$ cat config.mk
export PLATFORM = sky130hd
export DESIGN_NAME = selfid_builder
export DESIGN_NICKNAME = d
export VERILOG_FILES = /design/src/rtl/selfid_pkg.sv /design/src/rtl/phy_reg_reader.sv /design/src/rtl/selfid_seq.sv /design/src/rtl/selfid_pack.sv /design/src/rtl/selfid_builder.sv
export SDC_FILE = /design/constraint.sdc
export NUM_CORES = 1
export LEC_CHECK = 0
export ABC_CLOCK_PERIOD_IN_PS = 3600
export BUFFER_PORTS_ARGS = -buffer_cell sky130_fd_sc_hd__buf_2
export CELL_PAD_IN_SITES_DETAIL_PLACEMENT = 0
export CELL_PAD_IN_SITES_GLOBAL_PLACEMENT = 2
export CORE_MARGIN = 1
export CORE_UTILIZATION = 38
export DETAILED_ROUTE_END_ITERATION = 7
export PLACE_DENSITY_LB_ADDON = 0.1
export SLEW_MARGIN = 20
export SYNTH_ARGS = -nofsm -noshare
export SYNTH_HDL_FRONTEND = slang
export SYNTH_HIERARCHICAL = 1
export SYNTH_SLANG_ARGS = --single-unit
$ cat constraint.sdc
create_clock -name clk -period 3.6 [get_ports clk]
set_clock_uncertainty 0.05 [all_clocks]
set_input_delay 0.18 -clock clk [delete_from_list [all_inputs] [get_ports clk]]
set_output_delay 0.18 -clock clk [all_outputs]
set_load 0.05 [all_outputs]
$ cat src/rtl/selfid_pkg.sv
package selfid_pkg;

    localparam int REG_ADDR_W = 4;
    localparam int REG_DATA_W = 8;
    localparam int WORD_W     = 32;

    // PHY registers read for one build
    localparam int REG_FIRST  = 1;
    localparam int REG_LAST   = 6;
    localparam int NREG       = REG_LAST - REG_FIRST + 1;
    localparam int SLOT_W     = $clog2(NREG);

    // response word layout
    localparam int ECHO_LSB   = 24;
    localparam int DATA_LSB   = 16;

    // self-ID word layout
    localparam logic [WORD_W-1:0] SID_BASE = 32'h8040_0000;
    localparam int ID_LSB     = 24;
    localparam int ID_W       = 6;
    localparam int GAP_LSB    = 16;
    localparam int GAP_W      = 6;
    localparam int SPD_LSB    = 14;
    localparam int CONT_BIT   = 11;
    localparam int IRST_BIT   = 1;
    localparam int PORT_TOP   = 7;
    localparam int MAX_PORTS  = 3;
    localparam int PCNT_W     = $clog2(MAX_PORTS + 1);

    typedef logic [REG_DATA_W-1:0] phy_reg_t;
    typedef phy_reg_t [NREG-1:0]   reg_bank_t;

    typedef enum logic [1:0] {
        RP_IDLE,
        RP_ISSUE,
        RP_WAIT
    } rd_state_e;

    typedef enum logic [1:0] {
        SQ_IDLE,
        SQ_LAUNCH,
        SQ_WAIT,
        SQ_FINISH
    } seq_state_e;

    // 2-bit connection code of one port register
    function automatic logic [1:0] port_code(input phy_reg_t r);
        return r[2] ? {1'b1, r[3]} : 2'b01;
    endfunction

    // raw 5-bit port count limited to the fields that fit
    function automatic logic [PCNT_W-1:0] clamp_ports(input logic [4:0] raw);
        return (raw > 5'(MAX_PORTS)) ? PCNT_W'(MAX_PORTS) : PCNT_W'(raw);
    endfunction

endpackage

$ cat src/rtl/phy_reg_reader.sv
module phy_reg_reader
    import selfid_pkg::*;
#(
    parameter int TMO_W = 8
) (
    input  logic                  clk,
    input  logic                  rst,
    input  logic                  go,
    input  logic [REG_ADDR_W-1:0] addr,
    input  logic [TMO_W-1:0]      limit,
    input  logic                  rsp_valid,
    input  logic [WORD_W-1:0]     rsp_word,
    output logic                  req_valid,
    output logic [REG_ADDR_W-1:0] req_addr,
    output logic                  ok,
    output logic                  tmo,
    output phy_reg_t              data
);

    rd_state_e             st;
    logic [TMO_W-1:0]      cnt;
    logic [REG_ADDR_W-1:0] addr_q;
    logic                  echo_hit;
    logic                  unused_rsp;

    assign echo_hit   = rsp_valid && (rsp_word[ECHO_LSB +: REG_ADDR_W] == addr_q);
    assign unused_rsp = ^{rsp_word[WORD_W-1:ECHO_LSB+REG_ADDR_W], rsp_word[DATA_LSB-1:0]};

    always_ff @(posedge clk) begin
        if (rst) begin
            st     <= RP_IDLE;
            cnt    <= '0;
            addr_q <= '0;
            ok     <= 1'b0;
            tmo    <= 1'b0;
            data   <= '0;
        end else begin
            ok  <= 1'b0;
            tmo <= 1'b0;
            case (st)
                RP_IDLE: begin
                    if (go) begin
                        addr_q <= addr;
                        st     <= RP_ISSUE;
                    end
                end
                RP_ISSUE: begin
                    cnt <= '0;
                    st  <= RP_WAIT;
                end
                RP_WAIT: begin
                    if (echo_hit) begin
                        data <= rsp_word[DATA_LSB +: REG_DATA_W];
                        ok   <= 1'b1;
                        st   <= RP_IDLE;
                    end else if (cnt == limit) begin
                        tmo <= 1'b1;
                        st  <= RP_IDLE;
                    end else begin
                        cnt <= cnt + 1'b1;
                    end
                end
                default: st <= RP_IDLE;
            endcase
        end
    end

    assign req_valid = (st == RP_ISSUE);
    assign req_addr  = addr_q;

endmodule

$ cat src/rtl/selfid_seq.sv
module selfid_seq
    import selfid_pkg::*;
(
    input  logic                  clk,
    input  logic                  rst,
    input  logic                  start,
    input  logic [ID_W-1:0]       phy_id,
    input  logic                  rd_ok,
    input  logic                  rd_tmo,
    input  phy_reg_t              rd_data,
    output logic                  rd_go,
    output logic [REG_ADDR_W-1:0] rd_addr,
    output reg_bank_t             bank,
    output logic [ID_W-1:0]       id_q,
    output logic                  fin,
    output logic                  fail
);

    seq_state_e        st;
    logic [SLOT_W-1:0] slot;

    always_ff @(posedge clk) begin
        if (rst) begin
            st   <= SQ_IDLE;
            slot <= '0;
            bank <= '0;
            id_q <= '0;
            fail <= 1'b0;
        end else begin
            fail <= 1'b0;
            case (st)
                SQ_IDLE: begin
                    if (start) begin
                        id_q <= phy_id;
                        slot <= '0;
                        st   <= SQ_LAUNCH;
                    end
                end
                SQ_LAUNCH: st <= SQ_WAIT;
                SQ_WAIT: begin
                    if (rd_ok) begin
                        bank[slot] <= rd_data;
                        if (slot == SLOT_W'(NREG - 1)) begin
                            st <= SQ_FINISH;
                        end else begin
                            slot <= slot + 1'b1;
                            st   <= SQ_LAUNCH;
                        end
                    end else if (rd_tmo) begin
                        fail <= 1'b1;
                        st   <= SQ_IDLE;
                    end
                end
                SQ_FINISH: st <= SQ_IDLE;
                default:   st <= SQ_IDLE;
            endcase
        end
    end

    assign rd_go   = (st == SQ_LAUNCH);
    assign rd_addr = REG_ADDR_W'(slot) + REG_ADDR_W'(REG_FIRST);
    assign fin     = (st == SQ_FINISH);

endmodule

$ cat src/rtl/selfid_pack.sv
module selfid_pack
    import selfid_pkg::*;
(
    input  reg_bank_t         bank,
    input  logic [ID_W-1:0]   id,
    output logic [WORD_W-1:0] word
);

    localparam int R1 = 1 - REG_FIRST;
    localparam int R2 = 2 - REG_FIRST;
    localparam int R3 = 3 - REG_FIRST;
    localparam int R6 = 6 - REG_FIRST;

    logic [PCNT_W-1:0]          nports;
    logic [MAX_PORTS-1:0][1:0]  codes;
    logic                       unused_bits;

    assign nports = clamp_ports(bank[R2][4:0]);

    for (genvar p = 0; p < MAX_PORTS; p++) begin : g_port
        assign codes[p] = (nports > PCNT_W'(p)) ? port_code(bank[R3 + p]) : 2'b00;
    end

    always_comb begin
        word = SID_BASE;
        word[ID_LSB +: ID_W]   = id;
        word[GAP_LSB +: GAP_W] = bank[R1][GAP_W-1:0];
        word[SPD_LSB +: 2]     = bank[R2][7:6];
        word[CONT_BIT]         = bank[R6][0];
        word[IRST_BIT]         = bank[R6][4];
        for (int p = 0; p < MAX_PORTS; p++) begin
            word[PORT_TOP - 2*p -: 2] = codes[p];
        end
    end

    assign unused_bits = ^{bank[R1][7:6], bank[R2][5],
                           bank[R3][7:4], bank[R3][1:0],
                           bank[R3+1][7:4], bank[R3+1][1:0],
                           bank[R3+2][7:4], bank[R3+2][1:0],
                           bank[R6][7:5], bank[R6][3:1]};

endmodule

$ cat src/rtl/selfid_builder.sv
module selfid_builder
    import selfid_pkg::*;
#(
    parameter int TMO_W = 8
) (
    input  logic                  clk,
    input  logic                  rst,
    input  logic                  start,
    input  logic [ID_W-1:0]       phy_id,
    input  logic [TMO_W-1:0]      tmo_limit,
    output logic                  req_valid,
    output logic [REG_ADDR_W-1:0] req_addr,
    input  logic                  rsp_valid,
    input  logic [WORD_W-1:0]     rsp_word,
    output logic [WORD_W-1:0]     result,
    output logic                  done,
    output logic                  err
);

    logic                  rd_go, rd_ok, rd_tmo, fin;
    logic [REG_ADDR_W-1:0] rd_addr;
    phy_reg_t              rd_data;
    reg_bank_t             bank;
    logic [ID_W-1:0]       id_q;
    logic [WORD_W-1:0]     packed_word;

    phy_reg_reader #(.TMO_W(TMO_W)) u_reader (
        .clk       (clk),
        .rst       (rst),
        .go        (rd_go),
        .addr      (rd_addr),
        .limit     (tmo_limit),
        .rsp_valid (rsp_valid),
        .rsp_word  (rsp_word),
        .req_valid (req_valid),
        .req_addr  (req_addr),
        .ok        (rd_ok),
        .tmo       (rd_tmo),
        .data      (rd_data)
    );

    selfid_seq u_seq (
        .clk     (clk),
        .rst     (rst),
        .start   (start),
        .phy_id  (phy_id),
        .rd_ok   (rd_ok),
        .rd_tmo  (rd_tmo),
        .rd_data (rd_data),
        .rd_go   (rd_go),
        .rd_addr (rd_addr),
        .bank    (bank),
        .id_q    (id_q),
        .fin     (fin),
        .fail    (err)
    );

    selfid_pack u_pack (
        .bank (bank),
        .id   (id_q),
        .word (packed_word)
    );

    always_ff @(posedge clk) begin
        if (rst) begin
            result <= '0;
            done   <= 1'b0;
        end else begin
            done <= fin;
            if (fin) result <= packed_word;
        end
    end

endmodule

==> results of run 1 <==
[sequential cells by signal (all words and copies together) (netlist names)]
register and flops:
u_reader/tmo 1, u_seq/st 2, u_seq/slot 3, u_reader/data 8, u_reader/st 2, done 1
u_reader/ok 1, result 32, u_reader/req_addr 4, u_reader/cnt 8, u_seq/id_q 6, u_seq/bank 21
u_seq/fail 1
[worst reg2reg max path: cells and delay by family (launching register included)]
| family | cells | cell delay [ns] |
|---|---|---|
| buffers and inverters | 2 | 0.31 |
| AOI/OAI and AO/OA | 2 | 0.90 |
| adders and majority gates | 1 | 0.37 |
| DFF | 1 | 0.34 |
| and+or+nand+nor | 1 | 0.17 |
[power groups by stage]
stage | clock, mW | combinational, mW | sequential, mW
floorplan | 0 | 0.194 | 1.06
global placement | 0 | 0.245 | 1.05
detailed placement | 0 | 0.245 | 1.05
CTS | 0.807 | 0.248 | 1.03
global route | 0.849 | 0.274 | 1.03
finish | 0.777 | 0.246 | 1.03
[how the worst max path moves through the flow]
stage | startpoint | to | slack, ns | cells after the start
global placement | u_reader/st[0] | u_reader/cnt[1] | 1.40 | 6
CTS | u_reader/st[0] | u_reader/cnt[1] | 1.40 | 6
floorplan | u_reader/req_addr[1] | u_reader/st[0] | 1.64 | 5
finish | u_reader/st[0] | u_reader/cnt[1] | 1.37 | 6
detailed placement | u_reader/st[0] | u_reader/cnt[1] | 1.42 | 6
global route | u_reader/st[0] | u_reader/cnt[1] | 1.18 | 6
[routing by layer]
metal,wire [µm],part of all wire
met1,4380,0.54
met2,3300,0.41
met3,327,0.040
met4,104,0.013
met5,0,0
[layout make-up]
class / count / area (µm²) / share of cell area
multi-input combinational: 302 / 1990 / 0.431
inverter: 14 / 52.6 / 0.0114
timing repair buffer: 72 / 378 / 0.0817
sequential: 90 / 1800 / 0.390
clock buffer: 11 / 141 / 0.0306
clock inverter: 5 / 86.3 / 0.0187
tap: 136 / 170 / 0.0368
[cells in the final DEF, fill, tap and decap left out, types with 2 or more instances in the layout]
cell and count:
dfxtp_1 90, buf_2 68, mux2i_1 63, nand2_1 61, nor2_1 44, a21oi_1 16
inv_1 13, xnor2_1 12, o21ai_0 11, clkbuf_8 10, conb_1 10, nor2b_1 7
nand3_1 7, ha_1 7, and3_1 5, o211ai_1 5, o22ai_1 4, or4_1 4
dlygate4sd3_1 3, nand2b_1 3, a31oi_1 3, and2_1 3, nor2_2 2, bufinv_16 2
clkinvlp_4 2, nand4_2 2, nand3b_1 2, nor3_1 2, or2_2 2, a32oi_1 2
nand3_2 2, nor3b_1 2
[per-stage QoR]
step	power [mW]	worst slack (ns)
2_1_floorplan	1.25	1.64
3_3_place_gp	1.30	1.40
3_5_place_dp	1.30	1.42
4_1_cts	2.08	1.40
5_1_grt	2.16	1.18
6_report	2.05	1.37
[timing repair]
item | in CTS | in global routing
hold endpoints to repair | 2 | 1
hold buffers | 2 | 1
buffers inserted | 0 | 0
gates resized for setup | 0 | 0
==> results.txt, run 1 <==
- Outcome: finished, final reports clean
- CP max stage delay: approximately 0.75 ns
- Average wire per standard cell: 12.9 µm
- Crit-path most repeated cell: inv_1
- Switching Fraction: 0.263
- For met3 alone, demand over resource in global routing was 0.0322.
* Biggest fanout along the worst timing path: 10
- After routing the design area is 4620 µm².
- For this run, global-route usage on met2 was measured as 0.214.
* IR Drop Worst-Case VDD: roughly 250 µV
* Pint: 1.51 mW
- Via count normalized by instance count: between 4 and 5
- Measured along the x axis, the die boundary spans approximately 110 µm.
- Total number of vias: about 3.0k
- During I/O placement, the number of pins put on the boundary was 89.
- 0 antenna diodes ended up in the layout.
- GRT met1 Usage: 0.221
- Remaining antenna violation count: 0
* Final core occ: 0.440
* DRC errors left: 0
- For the finished layout, the period the worst path requires is between 2 and 2.5 ns.
- Overall track demand over capacity in global routing: 0.151
- The clock passes through at most 2 buffers.
- Via count of the first global-routing pass: about 2.8k
- Setup violations, final: 0
- Clock tree from TritonCTS: yes
- Power dissipated by switching net loads: approximately 540 µW
* Filler cell count in the final layout: approximately 1.1k
- Slew at the pin closest to its max-slew limit: 1.03 ns
- Area delta synth->final: 10.7%
- Worst slew margin relative to its limit: 0.313
- Entering global routing, the biggest net connects between 40 and 50 pins.
- Number of placement rows: 37
* Classification of the worst setup path: reg -> reg
* Maximum clock frequency: roughly 450 MHz
- Share of layout cells above drive strength 1: 0.209
- Share of power burned in registers: 0.502
- met1 is the most crowded layer.
- Number of antenna violations at the first check in global routing: 0
* Sinks on Clock Net: 90
- Max cap viols: 0
- HPWL Detailed: 5720 µm
- Final period utilization: 0.619
* Worst endpoint data arrival time: roughly 2.4 ns
* Terminating pin of the worst hold path: u_seq/id_q[1]
* Fraction of power consumed by the clock network: 0.378
- For the worst flop-to-flop path, the logic depth is 6.
* Wire length of the first global-routing pass: about 14,000 µm
- The tightest hold path in the finished design has a slack of roughly 0.013 ns.
- Counting the buffers created by CTS gives 9.
- CTS placed an instance of clkbuf_8 at the clock tree root.
- In this run the worst hold path is classified as in -> reg.
- Excluding fillers, the count of instances in the completed layout stands at 630.
- The die is 107 µm tall.
- For this run, the post-layout net count is 546.
* Clock latency reported for the late side of the worst-skew pair: 0.35 ns
- Count of placed standard cells including taps: roughly 610
* Slew Viols, Final: 0
* Clock transition time at the flip-flop clock pins of the worst setup and hold paths: 0.09 ns
- Leakage power figure: 1.87 nW
- Count of H-tree levels built during CTS: 3
- Syn_area_per_cell: 9.29 µm²
- Critical Path Slowest Stage Cell: o31ai_1
* Worst Hold Launch: phy_id[1]
- Cell area after synthesis: 4180 µm²
* Detailed Route Iter0 Violations: 82
- The worst setup path is launched from a register.
- Start of the worst register-to-register path: u_reader/st[0]
- Number of synthesis warnings: 6
* Endpoint of the most critical register-to-register path: u_reader/cnt[1]
- Final number of hold-violating endpoints: 0
- Worst hold path cell count: 3
* Combinational power share: 0.120
- Post-detailed-placement cell area: 4370 µm²
- Flop2flop setup slack: around 1.4 ns
- Pwr/cell area: ~440 nW/µm²
- Data on the critical path is required at its endpoint by ~3.8 ns.
- Ordered list of cells on the worst path: inv_1, ha_1, inv_1, o31ai_1, nor2_1, o32ai_1
- The core region is 10,500 µm².
- The congestion estimate from routability-driven global placement came to about 0.74.
* Buffer and inverter count on the worst path: 2
- Unrepaired setup endpoints after global routing: false
- Number of I/O port buffers: between 60 and 70
- First-pass iteration count of the detailed router: 4
* Total grt overflow: 0
- Kind of cell adding the most delay to the critical path: compound AO/OA/AOI/OAI gates
- The final layout contains routed wiring with a total length of 8110 µm.
* Synthesized netlist cell count: 450
- Final sum of negative setup slack: 0 ns
* Endpoint kind of the worst setup timing path: register
* Die ar.: approximately 11,000 µm²
- The initial utilization of the core area, before any placement, comes to 0.398.
No activity file was read; power rests on OpenSTA's default activity.
==> run 2: changes to the inputs <==
ABC_CLOCK_PERIOD_IN_PS = 1800   (was 3600)
CORE_UTILIZATION = 32   (was 38)
clock period = 1.8 ns   (was 3.6 ns; I/O delays follow)
==> results.txt, run 2 (synthesis gave the netlist of run 1 again) <==
- The flow ran to the end, and the final reports show no timing, DRC or antenna violations.
* Routability congestion estimate: about 0.72
- Worst Hold Launch: rst
- Across the whole layout, storage elements account for about 1800 µm².
- Pwr/cell area: ~900 nW/µm²
- Counting cells, the worst reg-to-reg path comes to 5.
* WL final: 8930 µm
- Final period utilization: 0.954
- Critical Path Slowest Stage Cell: or4_1
- The hold violation total from the final report was 0.
* Sinks on Clock Net: 90
* WL met2: 3640 µm
- Biggest fanout along the worst timing path: 4
- Number of antenna violations at the first check in global routing: 0
- Commonest cells after routing, fill and taps aside: dfxtp_1 (85), buf_2 (68), mux2i_1 (63)
* Number of placement rows: 41
* Filler cell count in the final layout: about 1.3k
- At the end of the flow the core is filled with cells to 0.397.
- Area delta synth->final: 20.4%
- Ordered list of cells on the worst path: inv_2, ha_4, o211ai_1, or4_1, a31oi_1
- Setup violations, final: 0
- Endpoint of the most critical register-to-register path: u_reader/cnt[7]
- Via count of the first global-routing pass: a little under 3k
- Number of diodes added for antenna fixing: 0
- Count of placed standard cells including taps: between 600 and 700
- Maximum number of pins on one net before global-route repair: 34
- Starting Density: 0.330
* Via count normalized by instance count: roughly 4.5
- Terminating pin of the worst hold path: result[27]
- Wire length of the first global-routing pass: about 15,000 µm
* Wire length on met1: about 4800 µm
* HPWL Detailed: 6460 µm
- Total grt overflow: 0
- For this run, design rule violations remaining after detail routing come to 0.
* Clock transition time at the flip-flop clock pins of the worst setup and hold paths: 0.06 ns
* Required arrival time at the worst endpoint: 2.01 ns
* Height of the chip: between 100 and 150 µm
- CTS built an H-tree with a depth of 3.
- Max cap viols: 0
- The startpoint identified for the worst register-to-register timing path is u_reader/st[0].
- The first TritonRoute pass finished after 4 iterations.
* Endpoint kind of the worst setup timing path: register
- The count of final max-slew check failures is 0.
- In the global route stage, overall resource usage came out at 0.143.
- Flop2flop setup slack: slightly above 0.08 ns
- Maximum clock frequency: 582 MHz
- In this run, CTS created clock tree buffers numbering 9.
* Total length of routed met3 wires: 308 µm
- Die ar.: roughly 14,000 µm²
* Critical Path Source Type: register
- Net count of the finished layout: ~570
- In this run the horizontal extent of the chip is approximately 120 µm.
* Tightest Hold Check Type: in -> reg
- Number of I/O port buffers: approximately 70
- Core ar.: 12,700 µm²
- CTS root buffer: clkbuf_16
- Of the cells placed in the final design, the portion with a size suffix greater than 1 is 0.246.
- Pin placement for this block handled 89 I/O pins.
- Min Clock Period, post-route: 1.72 ns
* Detailed Route Iter0 Violations: approximately 120
- Clock latency reported for the late side of the worst-skew pair: between 0.3 and 0.4 ns
* Remaining antenna violation count: 0
- Worst hold path cell count: 2
- Total number of vias: between 3k and 4k
- TritonCTS built the clock tree.
- The largest single stage delay on the critical path is ~0.53 ns.
- Biggest registers after layout: result (32), u_seq/bank (21)
- Leaving out filler cells and counting taps, the final layout contains slightly below 700.
* Maximum count of clock buffers along a single path: 2
- Ranked by flip-flop count, first place goes to result.
- Average wire per standard cell: ~13 µm
- IR Drop Worst-Case VDD: between 600 and 700 µV
- Setup repair after global routing left no endpoint under its margin.
- Number of flip-flops under the largest register name: 32
* Combined area of the multi-input logic cells: ~2000 µm²
- Worst endpoint data arrival time: between 1.5 and 2 ns
- After detailed placement, the total cell area comes to about 4600 µm².
- By startpoint and endpoint, the worst setup path is classified as reg -> reg.
- The highest layer touched by signal routing is met4.
- Leakage power figure: roughly 2 nW
- Once layout is done, the placed cells without fillers occupy 5030 µm².
* Most frequent standard cell in the layout excluding fill and tap cells: dfxtp_1
## run 2: changes by cell type in the layout (fill, tap and decap cells not counted), sizes merged
cell,before,now
buf,69,86
dlygate4sd3,3,14
clkbuf,11,13
clkinvlp,2,0
bufinv,2,1
clkinv,0,1
inv,15,14
## run 2: how the worst max path moves through the flow
stage | from | to | slack [ns] | cells past startpoint
after CTS | u_reader/req_addr[3] | u_reader/st[0] | 0.01 | 5
after global placement | u_reader/req_addr[3] | u_reader/st[0] | 0.06 | 5
after detailed placement | u_reader/st[1] | u_reader/cnt[7] | 0.02 | 5
final | u_reader/st[0] | u_reader/cnt[7] | 0.08 | 5
after global routing | u_reader/req_addr[1] | u_reader/st[0] | 0.003 | 5
after floorplan | u_reader/req_addr[1] | u_reader/st[0] | -0.005 | 5
## run 2: power breakdown
group	leakage (nW)	internal (mW)	total [mW]	switching, mW
sequential	0.729	2.03	2.07	0.0354
clock	0.134	1.07	1.83	0.753
combinational	1.17	0.272	0.641	0.369
total	2.04	3.38	4.53	1.16
## run 2: layer usage
layer  up-vias  GRT usage
li1       1615          -
met1      1441      0.204
met2        58      0.204
met3        13     0.0280
met4         0     0.0667
met5         -          0
## run 2: area by class of cell
cell class	count	area share
clock buffers	13	0.0477
clock inverters	2	0.00771
inverters	14	0.0104
multi-input cells	302	0.407
flip-flops and latches	90	0.359
well taps	172	0.0428
repair buffers	100	0.125
## run 2: critical path: cells and delay by family, from the launching register on
family                     cells  cell delay (ns)
AOI/OAI and AO/OA              2             0.32
DFF                            1             0.37
adders and majority gates      1             0.29
and+or+nand+nor                1             0.53
buffers and inverters          1             0.09
## run 2: metrics by stage
stage,worst slack (ns),setup TNS [ns],hold WS (ns),total power [mW]
floorplan,-0.00453,-0.00907,0.176,2.51
global placement,0.0588,0,0.274,2.65
detailed placement,0.0202,0,0.284,2.65
CTS,0.00954,0,0.0121,4.58
global route,0.00316,0,0.0471,4.77
finish,0.0830,0,0.0184,4.53
## run 2: repair_timing
action                     4_1_cts  5_1_grt
cloned                           0        0
gates resized for setup          2        7
hold endpoints to repair        14        0
hold buffers                    14        0
setup buffers                    0        0
setup endpoints to repair        1        3
